[config.mk]
export PLATFORM = sky130hd
export DESIGN_NAME = wep_guard
export DESIGN_NICKNAME = d
export VERILOG_FILES = /design/src/rtl/wep_pkg.sv /design/src/rtl/wep_decode.sv /design/src/rtl/wep_regs.sv /design/src/rtl/wep_lookup.sv /design/src/rtl/wep_erase_mon.sv /design/src/rtl/wep_guard.sv
export SDC_FILE = /design/constraint.sdc
export NUM_CORES = 1
export LEC_CHECK = 0
export ABC_AREA = 1
export BUFFER_PORTS_ARGS = -buffer_cell sky130_fd_sc_hd__buf_2
export CAP_MARGIN = 20
export CORE_MARGIN = 4
export CORE_UTILIZATION = 64
export CTS_CLUSTER_SIZE = 20
export DETAILED_ROUTE_END_ITERATION = 8
export HOLD_SLACK_MARGIN = 0.08
export PLACE_DENSITY = 0.86
export SLEW_MARGIN = 40
export SYNTH_ARGS = -nofsm -noshare
export SYNTH_HDL_FRONTEND = slang
export SYNTH_SLANG_ARGS = --single-unit
export TNS_END_PERCENT = 5
[constraint.sdc]
create_clock -name clk -period 5.1 [get_ports clk]
set_clock_uncertainty 0.15 [all_clocks]
set_input_delay 1.02 -clock clk [delete_from_list [all_inputs] [get_ports clk]]
set_output_delay 1.02 -clock clk [all_outputs]
set_load 0.05 [all_outputs]
[src/rtl/wep_pkg.sv]
package wep_pkg;
  localparam logic [3:0] RG_MAIN    = 4'h1;
  localparam logic [3:0] RG_NONMAIN = 4'h2;
  localparam logic [3:0] RG_TRIM    = 4'h4;
  localparam logic [3:0] RG_ENGR    = 4'h8;

  typedef enum logic [2:0] {
    SEL_LOW     = 3'd0,
    SEL_GROUP   = 3'd1,
    SEL_NONMAIN = 3'd2,
    SEL_TRIM    = 3'd3,
    SEL_ENGR    = 3'd4
  } wsel_e;
endpackage

[src/rtl/wep_decode.sv]
// Maps (bank, region, sector) onto the one protect bit that covers it.
module wep_decode
  import wep_pkg::*;
#(
  parameter int NUM_BANKS = 2,
  parameter int BANK_W    = 1,
  parameter int SECT_W    = 8,
  parameter int LO_W      = 32,
  parameter int GRP_W     = 28,
  parameter int GRP_SH    = 3,
  parameter int NM_W      = 4,
  parameter int TR_W      = 4,
  parameter int EN_W      = 4
) (
  input  logic [BANK_W-1:0] bank,
  input  logic [3:0]        region,
  input  logic [SECT_W-1:0] sector,
  output logic [LO_W-1:0]   lo_sel,
  output logic [GRP_W-1:0]  grp_sel,
  output logic [NM_W-1:0]   nm_sel,
  output logic [TR_W-1:0]   tr_sel,
  output logic [EN_W-1:0]   en_sel,
  output logic              covered
);
  logic bank_ok, is_b0, in_low;
  logic r_main, r_nm, r_tr, r_en;

  always_comb begin
    bank_ok = int'(bank) < NUM_BANKS;
    is_b0   = (bank == '0);
    in_low  = is_b0 && (int'(sector) < LO_W);
    r_main  = bank_ok && (region == RG_MAIN);
    r_nm    = bank_ok && (region == RG_NONMAIN);
    r_tr    = bank_ok && (region == RG_TRIM);
    r_en    = bank_ok && (region == RG_ENGR);
    for (int i = 0; i < LO_W; i++)
      lo_sel[i] = r_main && in_low && (int'(sector) == i);
    for (int i = 0; i < GRP_W; i++)
      grp_sel[i] = r_main && !in_low && ((int'(sector) >> GRP_SH) == i);
    for (int i = 0; i < NM_W; i++)
      nm_sel[i] = r_nm && (int'(sector) == i);
    for (int i = 0; i < TR_W; i++)
      tr_sel[i] = r_tr && (int'(sector) == i);
    for (int i = 0; i < EN_W; i++)
      en_sel[i] = r_en && (int'(sector) == i);
    covered = |{lo_sel, grp_sel, nm_sel, tr_sel, en_sel};
  end
endmodule

[src/rtl/wep_regs.sv]
// Protect registers, write lock, erase marking and end-of-command restore.
module wep_regs
  import wep_pkg::*;
#(
  parameter int DATA_W = 32,
  parameter int LO_W   = 32,
  parameter int GRP_W  = 28,
  parameter int NM_W   = 4,
  parameter int TR_W   = 4,
  parameter int EN_W   = 4
) (
  input  logic              clk,
  input  logic              rst,
  input  logic              wr_en,
  input  logic [2:0]        wr_sel,
  input  logic [DATA_W-1:0] wr_data,
  input  logic              cmd_start,
  input  logic              cmd_done,
  input  logic              mark_valid,
  input  logic [LO_W-1:0]   mk_lo,
  input  logic [GRP_W-1:0]  mk_grp,
  input  logic [NM_W-1:0]   mk_nm,
  input  logic [TR_W-1:0]   mk_tr,
  input  logic [EN_W-1:0]   mk_en,
  output logic [LO_W-1:0]   lo_q,
  output logic [GRP_W-1:0]  grp_q,
  output logic [NM_W-1:0]   nm_q,
  output logic [TR_W-1:0]   tr_q,
  output logic [EN_W-1:0]   en_q,
  output logic              busy_q
);
  logic             wr_ok;
  logic [LO_W-1:0]  lo_d;
  logic [GRP_W-1:0] grp_d;
  logic [NM_W-1:0]  nm_d;
  logic [TR_W-1:0]  tr_d;
  logic [EN_W-1:0]  en_d;

  always_comb begin
    wr_ok = wr_en && !busy_q && !cmd_start;
    lo_d  = lo_q;
    grp_d = grp_q;
    nm_d  = nm_q;
    tr_d  = tr_q;
    en_d  = en_q;
    if (wr_ok) begin
      case (wr_sel)
        SEL_LOW:     lo_d  = wr_data[LO_W-1:0];
        SEL_GROUP:   grp_d = wr_data[GRP_W-1:0];
        SEL_NONMAIN: nm_d  = wr_data[NM_W-1:0];
        SEL_TRIM:    tr_d  = wr_data[TR_W-1:0];
        SEL_ENGR:    en_d  = wr_data[EN_W-1:0];
        default: ;
      endcase
    end
    if (mark_valid) begin
      lo_d  = lo_d  | mk_lo;
      grp_d = grp_d | mk_grp;
      nm_d  = nm_d  | mk_nm;
      tr_d  = tr_d  | mk_tr;
      en_d  = en_d  | mk_en;
    end
  end

  always_ff @(posedge clk) begin
    if (rst || cmd_done) begin
      lo_q  <= '1;
      grp_q <= '1;
      nm_q  <= '1;
      tr_q  <= '1;
      en_q  <= '1;
    end else begin
      lo_q  <= lo_d;
      grp_q <= grp_d;
      nm_q  <= nm_d;
      tr_q  <= tr_d;
      en_q  <= en_d;
    end
    if (rst || cmd_done) busy_q <= 1'b0;
    else if (cmd_start)  busy_q <= 1'b1;
  end

  AST_LOCK_HOLDS: assert property (@(posedge clk) disable iff (rst)
    (busy_q && !cmd_done && !mark_valid) |=> ($stable(lo_q) && $stable(grp_q) && $stable(nm_q) && $stable(tr_q) && $stable(en_q)));
  AST_BUSY_SET: assert property (@(posedge clk) disable iff (rst)
    (cmd_start && !cmd_done) |=> busy_q);
  AST_RESTORE_ONES: assert property (@(posedge clk) disable iff (rst)
    cmd_done |=> (!busy_q && (&lo_q) && (&grp_q) && (&nm_q) && (&tr_q) && (&en_q)));
  AST_MARK_NO_CLEAR: assert property (@(posedge clk) disable iff (rst)
    !wr_en |=> (((lo_q & $past(lo_q)) == $past(lo_q)) && ((grp_q & $past(grp_q)) == $past(grp_q))));
endmodule

[src/rtl/wep_lookup.sv]
// Registered protect answer for one query.
module wep_lookup #(
  parameter int LO_W  = 32,
  parameter int GRP_W = 28,
  parameter int NM_W  = 4,
  parameter int TR_W  = 4,
  parameter int EN_W  = 4
) (
  input  logic             clk,
  input  logic             rst,
  input  logic             q_valid,
  input  logic [LO_W-1:0]  lo_sel,
  input  logic [GRP_W-1:0] grp_sel,
  input  logic [NM_W-1:0]  nm_sel,
  input  logic [TR_W-1:0]  tr_sel,
  input  logic [EN_W-1:0]  en_sel,
  input  logic             covered,
  input  logic [LO_W-1:0]  lo_q,
  input  logic [GRP_W-1:0] grp_q,
  input  logic [NM_W-1:0]  nm_q,
  input  logic [TR_W-1:0]  tr_q,
  input  logic [EN_W-1:0]  en_q,
  output logic             hit_valid,
  output logic             hit
);
  logic prot_c;

  always_comb
    prot_c = !covered || (|(lo_sel & lo_q)) || (|(grp_sel & grp_q)) ||
             (|(nm_sel & nm_q)) || (|(tr_sel & tr_q)) || (|(en_sel & en_q));

  always_ff @(posedge clk) begin
    if (rst) begin
      hit_valid <= 1'b0;
      hit       <= 1'b0;
    end else begin
      hit_valid <= q_valid;
      hit       <= q_valid && prot_c;
    end
  end

  AST_UNCOVERED_BLOCKS: assert property (@(posedge clk) disable iff (rst)
    (q_valid && !covered) |=> hit);
endmodule

[src/rtl/wep_erase_mon.sv]
// Tracks whether every main sector of the erased bank has been masked.
module wep_erase_mon #(
  parameter int BANK_W       = 1,
  parameter int MAIN_SECTORS = 64,
  parameter int LO_W         = 32,
  parameter int GRP_W        = 28,
  parameter int GRP_SH       = 3
) (
  input  logic              clk,
  input  logic              rst,
  input  logic              cmd_start,
  input  logic [BANK_W-1:0] cmd_bank,
  input  logic              busy,
  input  logic [LO_W-1:0]   lo_q,
  input  logic [GRP_W-1:0]  grp_q,
  output logic              erase_done
);
  logic [BANK_W-1:0] bank_q;
  logic [LO_W-1:0]   need_lo;
  logic [GRP_W-1:0]  need_grp;
  logic              b0, all_set;

  always_comb begin
    b0 = (bank_q == '0);
    for (int i = 0; i < LO_W; i++)
      need_lo[i] = b0 && (i < MAIN_SECTORS);
    for (int i = 0; i < GRP_W; i++)
      need_grp[i] = ((i << GRP_SH) < MAIN_SECTORS) && !(b0 && ((i << GRP_SH) < LO_W));
    all_set = (&(lo_q | ~need_lo)) && (&(grp_q | ~need_grp));
  end

  always_ff @(posedge clk) begin
    if (rst) begin
      bank_q     <= '0;
      erase_done <= 1'b0;
    end else begin
      if (cmd_start && !busy) bank_q <= cmd_bank;
      erase_done <= busy && all_set;
    end
  end

  AST_DONE_NEEDS_BUSY: assert property (@(posedge clk) disable iff (rst)
    !busy |=> !erase_done);
endmodule

[src/rtl/wep_guard.sv]
module wep_guard #(
  parameter int NUM_BANKS    = 2,
  parameter int SECT_W       = 8,
  parameter int MAIN_SECTORS = 64,
  parameter int DATA_W       = 32,
  parameter int LO_W         = 32,
  parameter int GRP_W        = 28,
  parameter int GRP_SH       = 3,
  parameter int NM_W         = 4,
  parameter int TR_W         = 4,
  parameter int EN_W         = 4,
  localparam int BANK_W      = (NUM_BANKS > 1) ? $clog2(NUM_BANKS) : 1
) (
  input  logic              clk,
  input  logic              rst,
  input  logic              wr_en,
  input  logic [2:0]        wr_sel,
  input  logic [DATA_W-1:0] wr_data,
  input  logic              cmd_start,
  input  logic [BANK_W-1:0] cmd_bank,
  input  logic              cmd_done,
  input  logic              mark_valid,
  input  logic [BANK_W-1:0] mark_bank,
  input  logic [3:0]        mark_region,
  input  logic [SECT_W-1:0] mark_sector,
  input  logic              q_valid,
  input  logic [BANK_W-1:0] q_bank,
  input  logic [3:0]        q_region,
  input  logic [SECT_W-1:0] q_sector,
  output logic              hit_valid,
  output logic              hit,
  output logic              busy,
  output logic              erase_done
);
  logic [LO_W-1:0]  lo_q, q_lo, m_lo;
  logic [GRP_W-1:0] grp_q, q_grp, m_grp;
  logic [NM_W-1:0]  nm_q, q_nm, m_nm;
  logic [TR_W-1:0]  tr_q, q_tr, m_tr;
  logic [EN_W-1:0]  en_q, q_en, m_en;
  logic             q_cov, m_cov;

  wep_decode #(.NUM_BANKS(NUM_BANKS), .BANK_W(BANK_W), .SECT_W(SECT_W), .LO_W(LO_W),
               .GRP_W(GRP_W), .GRP_SH(GRP_SH), .NM_W(NM_W), .TR_W(TR_W), .EN_W(EN_W))
  u_qdec (.bank(q_bank), .region(q_region), .sector(q_sector), .lo_sel(q_lo), .grp_sel(q_grp),
          .nm_sel(q_nm), .tr_sel(q_tr), .en_sel(q_en), .covered(q_cov));

  wep_decode #(.NUM_BANKS(NUM_BANKS), .BANK_W(BANK_W), .SECT_W(SECT_W), .LO_W(LO_W),
               .GRP_W(GRP_W), .GRP_SH(GRP_SH), .NM_W(NM_W), .TR_W(TR_W), .EN_W(EN_W))
  u_mdec (.bank(mark_bank), .region(mark_region), .sector(mark_sector), .lo_sel(m_lo), .grp_sel(m_grp),
          .nm_sel(m_nm), .tr_sel(m_tr), .en_sel(m_en), .covered(m_cov));

  wep_regs #(.DATA_W(DATA_W), .LO_W(LO_W), .GRP_W(GRP_W), .NM_W(NM_W), .TR_W(TR_W), .EN_W(EN_W))
  u_regs (.clk(clk), .rst(rst), .wr_en(wr_en), .wr_sel(wr_sel), .wr_data(wr_data),
          .cmd_start(cmd_start), .cmd_done(cmd_done), .mark_valid(mark_valid && m_cov),
          .mk_lo(m_lo), .mk_grp(m_grp), .mk_nm(m_nm), .mk_tr(m_tr), .mk_en(m_en),
          .lo_q(lo_q), .grp_q(grp_q), .nm_q(nm_q), .tr_q(tr_q), .en_q(en_q), .busy_q(busy));

  wep_lookup #(.LO_W(LO_W), .GRP_W(GRP_W), .NM_W(NM_W), .TR_W(TR_W), .EN_W(EN_W))
  u_look (.clk(clk), .rst(rst), .q_valid(q_valid), .lo_sel(q_lo), .grp_sel(q_grp), .nm_sel(q_nm),
          .tr_sel(q_tr), .en_sel(q_en), .covered(q_cov), .lo_q(lo_q), .grp_q(grp_q), .nm_q(nm_q),
          .tr_q(tr_q), .en_q(en_q), .hit_valid(hit_valid), .hit(hit));

  wep_erase_mon #(.BANK_W(BANK_W), .MAIN_SECTORS(MAIN_SECTORS), .LO_W(LO_W), .GRP_W(GRP_W), .GRP_SH(GRP_SH))
  u_emon (.clk(clk), .rst(rst), .cmd_start(cmd_start), .cmd_bank(cmd_bank), .busy(busy),
          .lo_q(lo_q), .grp_q(grp_q), .erase_done(erase_done));

  AST_BAD_REGION: assert property (@(posedge clk) disable iff (rst)
    (q_valid && !$onehot(q_region)) |=> (hit_valid && hit));
  AST_ANSWER_NEXT: assert property (@(posedge clk) disable iff (rst)
    q_valid |=> hit_valid);
  AST_NO_STRAY_ANSWER: assert property (@(posedge clk) disable iff (rst)
    !q_valid |=> (!hit_valid && !hit));
endmodule

==> metrics.txt, run 1 <==
status complete, no violations; Ys Warns 0; Post-CTS Repair Setup Buffers 0; Sink Count 77; MaxCap Viol Count 0; RSZ-0062 raised after global routing false; DIE HEIGHT 106 µm; dpl hpwl 16300 µm; layout cells sized above 1 14.3%; first-pass GRT wire length 34500 µm; most common cell in the synthesized netlist nand2_1; Data arrival, critical path 3.68 ns; Compound-Gate Fraction of Synth Area 12.1%; Synth area leaders dfxtp_1 25%, nand2_1 15%, nor2_1 12%, inv_1 9.9%, a211oi_1 8.2%; Synth Area in Simple Gates 49.1%; largest family of logic cells by synthesized area simple AND/OR/NAND/NOR gates; vias in the first global route 6793; total global-route track usage 38.7%; Synth Area in Adders 0%; placed cell areas 6560 µm²; asr flop ratio synth 0%; routed len/inst 17.8 µm; initial antenna violation count 0; Initial Utilization 66.4%; mux cell area share after synthesis 0%; CTS buffer count 9; crit path max fanout 41; Max Freq 0.282 GHz; routability-driven placement congestion ratio 1.12; cells after synthesis 1057; VDD IR max 123 µV; I/O pin count 73; CTS max path bufs 2; Port Buffer Count 72; fin. max-slew vios 0; WP data required 5.24 ns; post-CTS sizing 0; fin cells 1240; Critical Path Sink Type flip-flop; TritonCTS clock tree yes; post-synth top area cell dfxtp_1; core area 9330 µm²; hold crit path type reg2reg; mapped cell area 6200 µm²; Final Cell Area 6780 µm²; pwr dens 196 nW/µm²; register bit total from synthesis 77; Commonest cells post-synth 245 x nand2_1, 199 x nor2_1, 163 x inv_1; Remaining DRCs 0; Tightest Pin Transition 0.816 ns; Post-synth EDFFs 0; Vias 7475; initial DRC count 1260; Routed Antenna Nets 0; die width 106 µm; crit path time final 3.54 ns; Synthesized Nets 1126; Fill cells 795; Vias/cell 6.03; average cell area after synthesis 5.86 µm²; post-synth cell types 31; Synth Area in XOR/XNOR 0%; LEAKAGE 3.52 nW; Primary FF master, synth dfxtp_1; clock slew at reported path FFs 0.08 ns; row cnt 35; Setup violations, final 0; total wire length 22100 µm; DRT Pass-1 Iters 6; die footprint 11300 µm²; Tcrit/Tclk final 69.5%; H-Tree Level Count 3; clock root cell clkbuf_8; Seq/Total Area, Yosys 24.9%; nets@finish 1176; Worst Setup Start Kind input port; Ant. Diodes 0; Post-CTS Hold Buffers 0; critical path class in2reg; setup TNS 0 ns; largest net degree at the start of global routing 74; placed insts 1225; Syn-to-layout area delta 9.35%; Overflow after GRT 0; Synth top area share 24.9%; clk_lat worst skew 0.35 ns; Slew headroom 45.6%; Fin. Hold Viols 0
## registers in the layout (all words and copies together), names as in the netlist
signal / cells
u_regs.en_q: 4
u_regs.tr_q: 4
u_emon.bank_q: 1
u_regs.grp_q: 28
u_emon.erase_done: 1
u_regs.busy_q: 1
u_regs.lo_q: 32
u_look.hit: 1
u_look.hit_valid: 1
u_regs.nm_q: 4
## layout by cell type (no fill, tap or decap), types with 6 or more instances in the layout
cell type / count
nand2_1: 245
nor2_1: 199
inv_1: 163
nand3_1: 99
dfxtp_1: 77
buf_2: 71
a211oi_1: 68
nand3_2: 42
nor3_1: 39
o21ai_0: 19
a21oi_1: 15
nand4_1: 12
clkbuf_8: 10
nor4_1: 9
buf_4: 7
inv_2: 6
## worst max-delay path, cell delays in order
cell and delay (ns):
buf_2 0.11, nor2_2 0.18, nand3_2 0.18, inv_2 0.09, nand2_2 0.20, nor2_4 0.26, nand2_1 0.13, nand2_1 0.08
nor2_1 0.04, nand2_1 0.07, nor2_2 0.05, nand3_4 0.36, buf_4 0.55, nand3_1 0.24, nand2_1 0.11
## stage by stage
step	hold slack (ns)	total power [W]	util [%]	worst slack, ns
after floorplan	0.280	0.000750	-	2.39
after detailed placement	0.331	0.000823	70.3	1.32
after global placement	0.324	0.000821	70.2	1.40
after CTS	0.331	0.00132	72.6	1.69
after global routing	0.363	0.00136	72.6	1.37
final	0.333	0.00133	72.6	1.56
## path summary, 6_finish.rpt
kind	from	cells past startpoint	slack, ns	endpoint
worst max-delay path	mark_sector[5]	15	1.56	u_regs.lo_q[8]
worst max register to register	u_regs.busy_q	7	2.79	u_regs.lo_q[10]
worst min-delay path	u_regs.grp_q[4]	2	0.33	u_emon.erase_done
worst min register to register	u_regs.grp_q[4]	2	0.33	u_emon.erase_done
## metal layers
layer / routed length (µm) / global-route usage, %
met5: 0 / 0
met4: 1070 / 17.1
met3: 2610 / 5.89
met2: 9730 / 62.6
met1: 8640 / 50.9
## layout make-up
type / count / area, µm² / area share (%)
Timing Repair Buffer: 78 / 408 / 6.02
Sequential cell: 77 / 1540 / 22.8
Clock buffer: 11 / 141 / 2.09
Tap cell: 129 / 161 / 2.38
Clock inverter: 4 / 72.6 / 1.07
Multi-Input combinational cell: 772 / 3820 / 56.3
Inverter: 169 / 634 / 9.36
## cells by family after synthesis
kind of cell	Yosys count
and+or+nand+nor	661
buffers and inverters	208
DFF	77
AOI/OAI and AO/OA	111
## where the power goes
part           switching (W)  internal (W)  total (W)  leakage [nW]
Sequential        0.00000466      0.000607   0.000612         0.625
Combinational       0.000153     0.0000547   0.000208          2.79
Clock               0.000226      0.000286   0.000512         0.105
Total               0.000384      0.000948    0.00133          3.52
(Power assumes the default switching activity.)
==> run 2, diff against run 1 <==
Settings changed: ABC_AREA 1 to 0, CORE_UTILIZATION 64 to 51, PLACE_DENSITY 0.86 to 0.76.
Clock period 5.1 ns to 3.21 ns, I/O delays scaled along.
==> metrics.txt, run 2 <==
status complete, no violations; VDD IR max 245 µV; flop-to-flop setup slack 0.95 ns; Tightest Pin Transition 0.768 ns; cells after synthesis 515; CP max stage delay 0.53 ns; first-pass GRT wire length 21600 µm; critical path class in2reg; Overflow after GRT 0; LEAKAGE 2.20 nW; average cell area after synthesis 8.49 µm²; pwr dens 412 nW/µm²; initial antenna violation count 0; post-CTS sizing 0; die width 101 µm; clk_lat worst skew 0.36 ns; Reg with most FFs u_regs.lo_q; Vias/cell 6.48; Port Buffer Count 72; Synth top area share 35.3%; Synthesized Nets 584; Vias 4417; Synth area leaders dfxtp_1 35%, mux2i_1 12%, o211ai_1 6.2%, nand2_1 6.0%, nand3_1 4.9%; WP data required 3.30 ns; asr flop ratio synth 0%; DIE HEIGHT 101 µm; die footprint 10100 µm²; CP cell instances buf_2, nor4b_1, and2b_1, nand4b_1, or2_2, o311ai_0; CTS max path bufs 2; Critical Path Sink Type flip-flop; total wire length 13800 µm; most common cell in the synthesized netlist dfxtp_1; dpl hpwl 10600 µm; placed cell areas 4810 µm²; register bit total from synthesis 77; Final Cell Area 5050 µm²; crit path max fanout 6; Max Freq 0.391 GHz; Slew headroom 48.7%; Data arrival, critical path 2.65 ns; Post-synth EDFFs 0; Seq/Total Area, Yosys 35.3%; total global-route track usage 27.5%; Setup crit start mark_region[3]; Sink Count 77; MaxCap Viol Count 0; clock slew at reported path FFs 0.09 ns; crit path time final 2.56 ns; I/O pin count 73; Initial Utilization 52.9%; setup TNS 0 ns; Fin. Hold Viols 0; clock root cell clkbuf_8; Routed Antenna Nets 0; most frequent cells in the layout 77 x dfxtp_1, 72 x buf_2, 69 x nand2_1; Ant. Diodes 0; routed len/inst 20.3 µm; Post-CTS Hold Buffers 0; Worst Setup Start Kind input port; worst flop-to-flop path startpoint u_regs.lo_q[27]; worst setup path endpoint u_regs.lo_q[24]; R2R cell count 6; CP max stage cell nor4b_1; initial DRC count 390; most common cell after layout, fill and taps aside dfxtp_1; RSZ-0062 raised after global routing false; Post-CTS Repair Setup Buffers 0; fin. max-slew vios 0; CTS buffer count 9; Primary FF master, synth dfxtp_1; worst r2r dst u_look.hit; vias in the first global route 4049; Tcrit/Tclk final 79.7%; post-synth top area cell dfxtp_1; DRT Pass-1 Iters 5; Commonest cells post-synth 77 x dfxtp_1, 70 x nand2_1, 54 x mux2i_1; nets@finish 641; routability-driven placement congestion ratio 0.895; Ys Warns 0; largest registers u_regs.lo_q (32), u_regs.grp_q (28); post-synth cell types 54; hold crit path type reg2reg; core area 8260 µm²; TritonCTS clock tree yes; row cnt 33; Setup violations, final 0; Fill cells 767; H-Tree Level Count 3; Syn-to-layout area delta 15.4%; Remaining DRCs 0; layout cells sized above 1 21.0%; mapped cell area 4370 µm²; Largest register FFs 32; largest net degree at the start of global routing 35
==> run 2: cell types whose count changed after synthesis, sizes merged, moves of 9 or more <==
| cell | delta |
|---|---|
| nor2 | -182 |
| nand2 | -177 |
| inv | -162 |
| nand3 | -99 |
| a211oi | -66 |
| mux2i | +54 |
| o211ai | +36 |
| nor3 | -32 |
| nand4 | +17 |
| o21ai | -13 |
| nor4b | +9 |
==> run 2: critical path: cells and delay by family <==
kind / cells / cell delay, ns
buf+inv: 1 / 0.12
simple gates: 4 / 1.53
compound gates: 1 / 0.36
==> run 2: where the power goes <==
part           switching, W  internal (W)
logic              0.000158     0.0000917
registers        0.00000539      0.000963
clock network      0.000412      0.000451
==> run 2: through the flow <==
stage / hold WS (ns) / util [%] / worst slack [ns] / power [W] / std cells
after floorplan: 0.295 / - / 0.601 / 0.00113 / 515
after global placement: 0.309 / 58.2 / 0.338 / 0.00123 / 666
after detailed placement: 0.319 / 58.2 / 0.276 / 0.00124 / 666
after CTS: 0.338 / 61.0 / 0.659 / 0.00208 / 682
after global routing: 0.351 / 61.1 / 0.518 / 0.00215 / 682
final: 0.340 / 61.1 / 0.652 / 0.00208 / 682
==> run 2: how the worst min path moves through the flow <==
stage	start	to	slack, ns	cells past startpoint
6_report	u_regs.grp_q[24]	u_regs.grp_q[24]	0.34	2
2_1_floorplan	u_regs.grp_q[22]	u_regs.grp_q[22]	0.29	2
5_1_grt	cmd_done	u_regs.busy_q	0.35	2
4_1_cts	cmd_done	u_regs.busy_q	0.34	2
3_3_place_gp	u_regs.grp_q[20]	u_regs.grp_q[20]	0.31	2
3_5_place_dp	u_regs.grp_q[16]	u_regs.grp_q[16]	0.32	2
==> run 2: cell type report <==
cell class / instances / area, µm² / area share, %
clock buffers: 9 / 124 / 2.45
inverters: 7 / 26.3 / 0.521
flip-flops and latches: 77 / 1540 / 30.5
well taps: 105 / 131 / 2.60
clock inverters: 7 / 106 / 2.11
multi-input cells: 394 / 2660 / 52.7
repair buffers: 83 / 455 / 9.03
==> run 2: metal layers <==
metal	part of all wire [%]	global-route usage [%]	vias to the layer above
met5	0	0	-
met3	10	6.78	33
met1	43	38.3	2061
met4	2.6	8.60	0
li1	-	-	2078
met2	44	41.8	245
==> run 2: cells by family after synthesis <==
logic type	synth area share, %
and+or+nand+nor	28.3
AOI/OAI and AO/OA	16.5
DFF	35.3
muxes	15.7
buffers and inverters	4.24
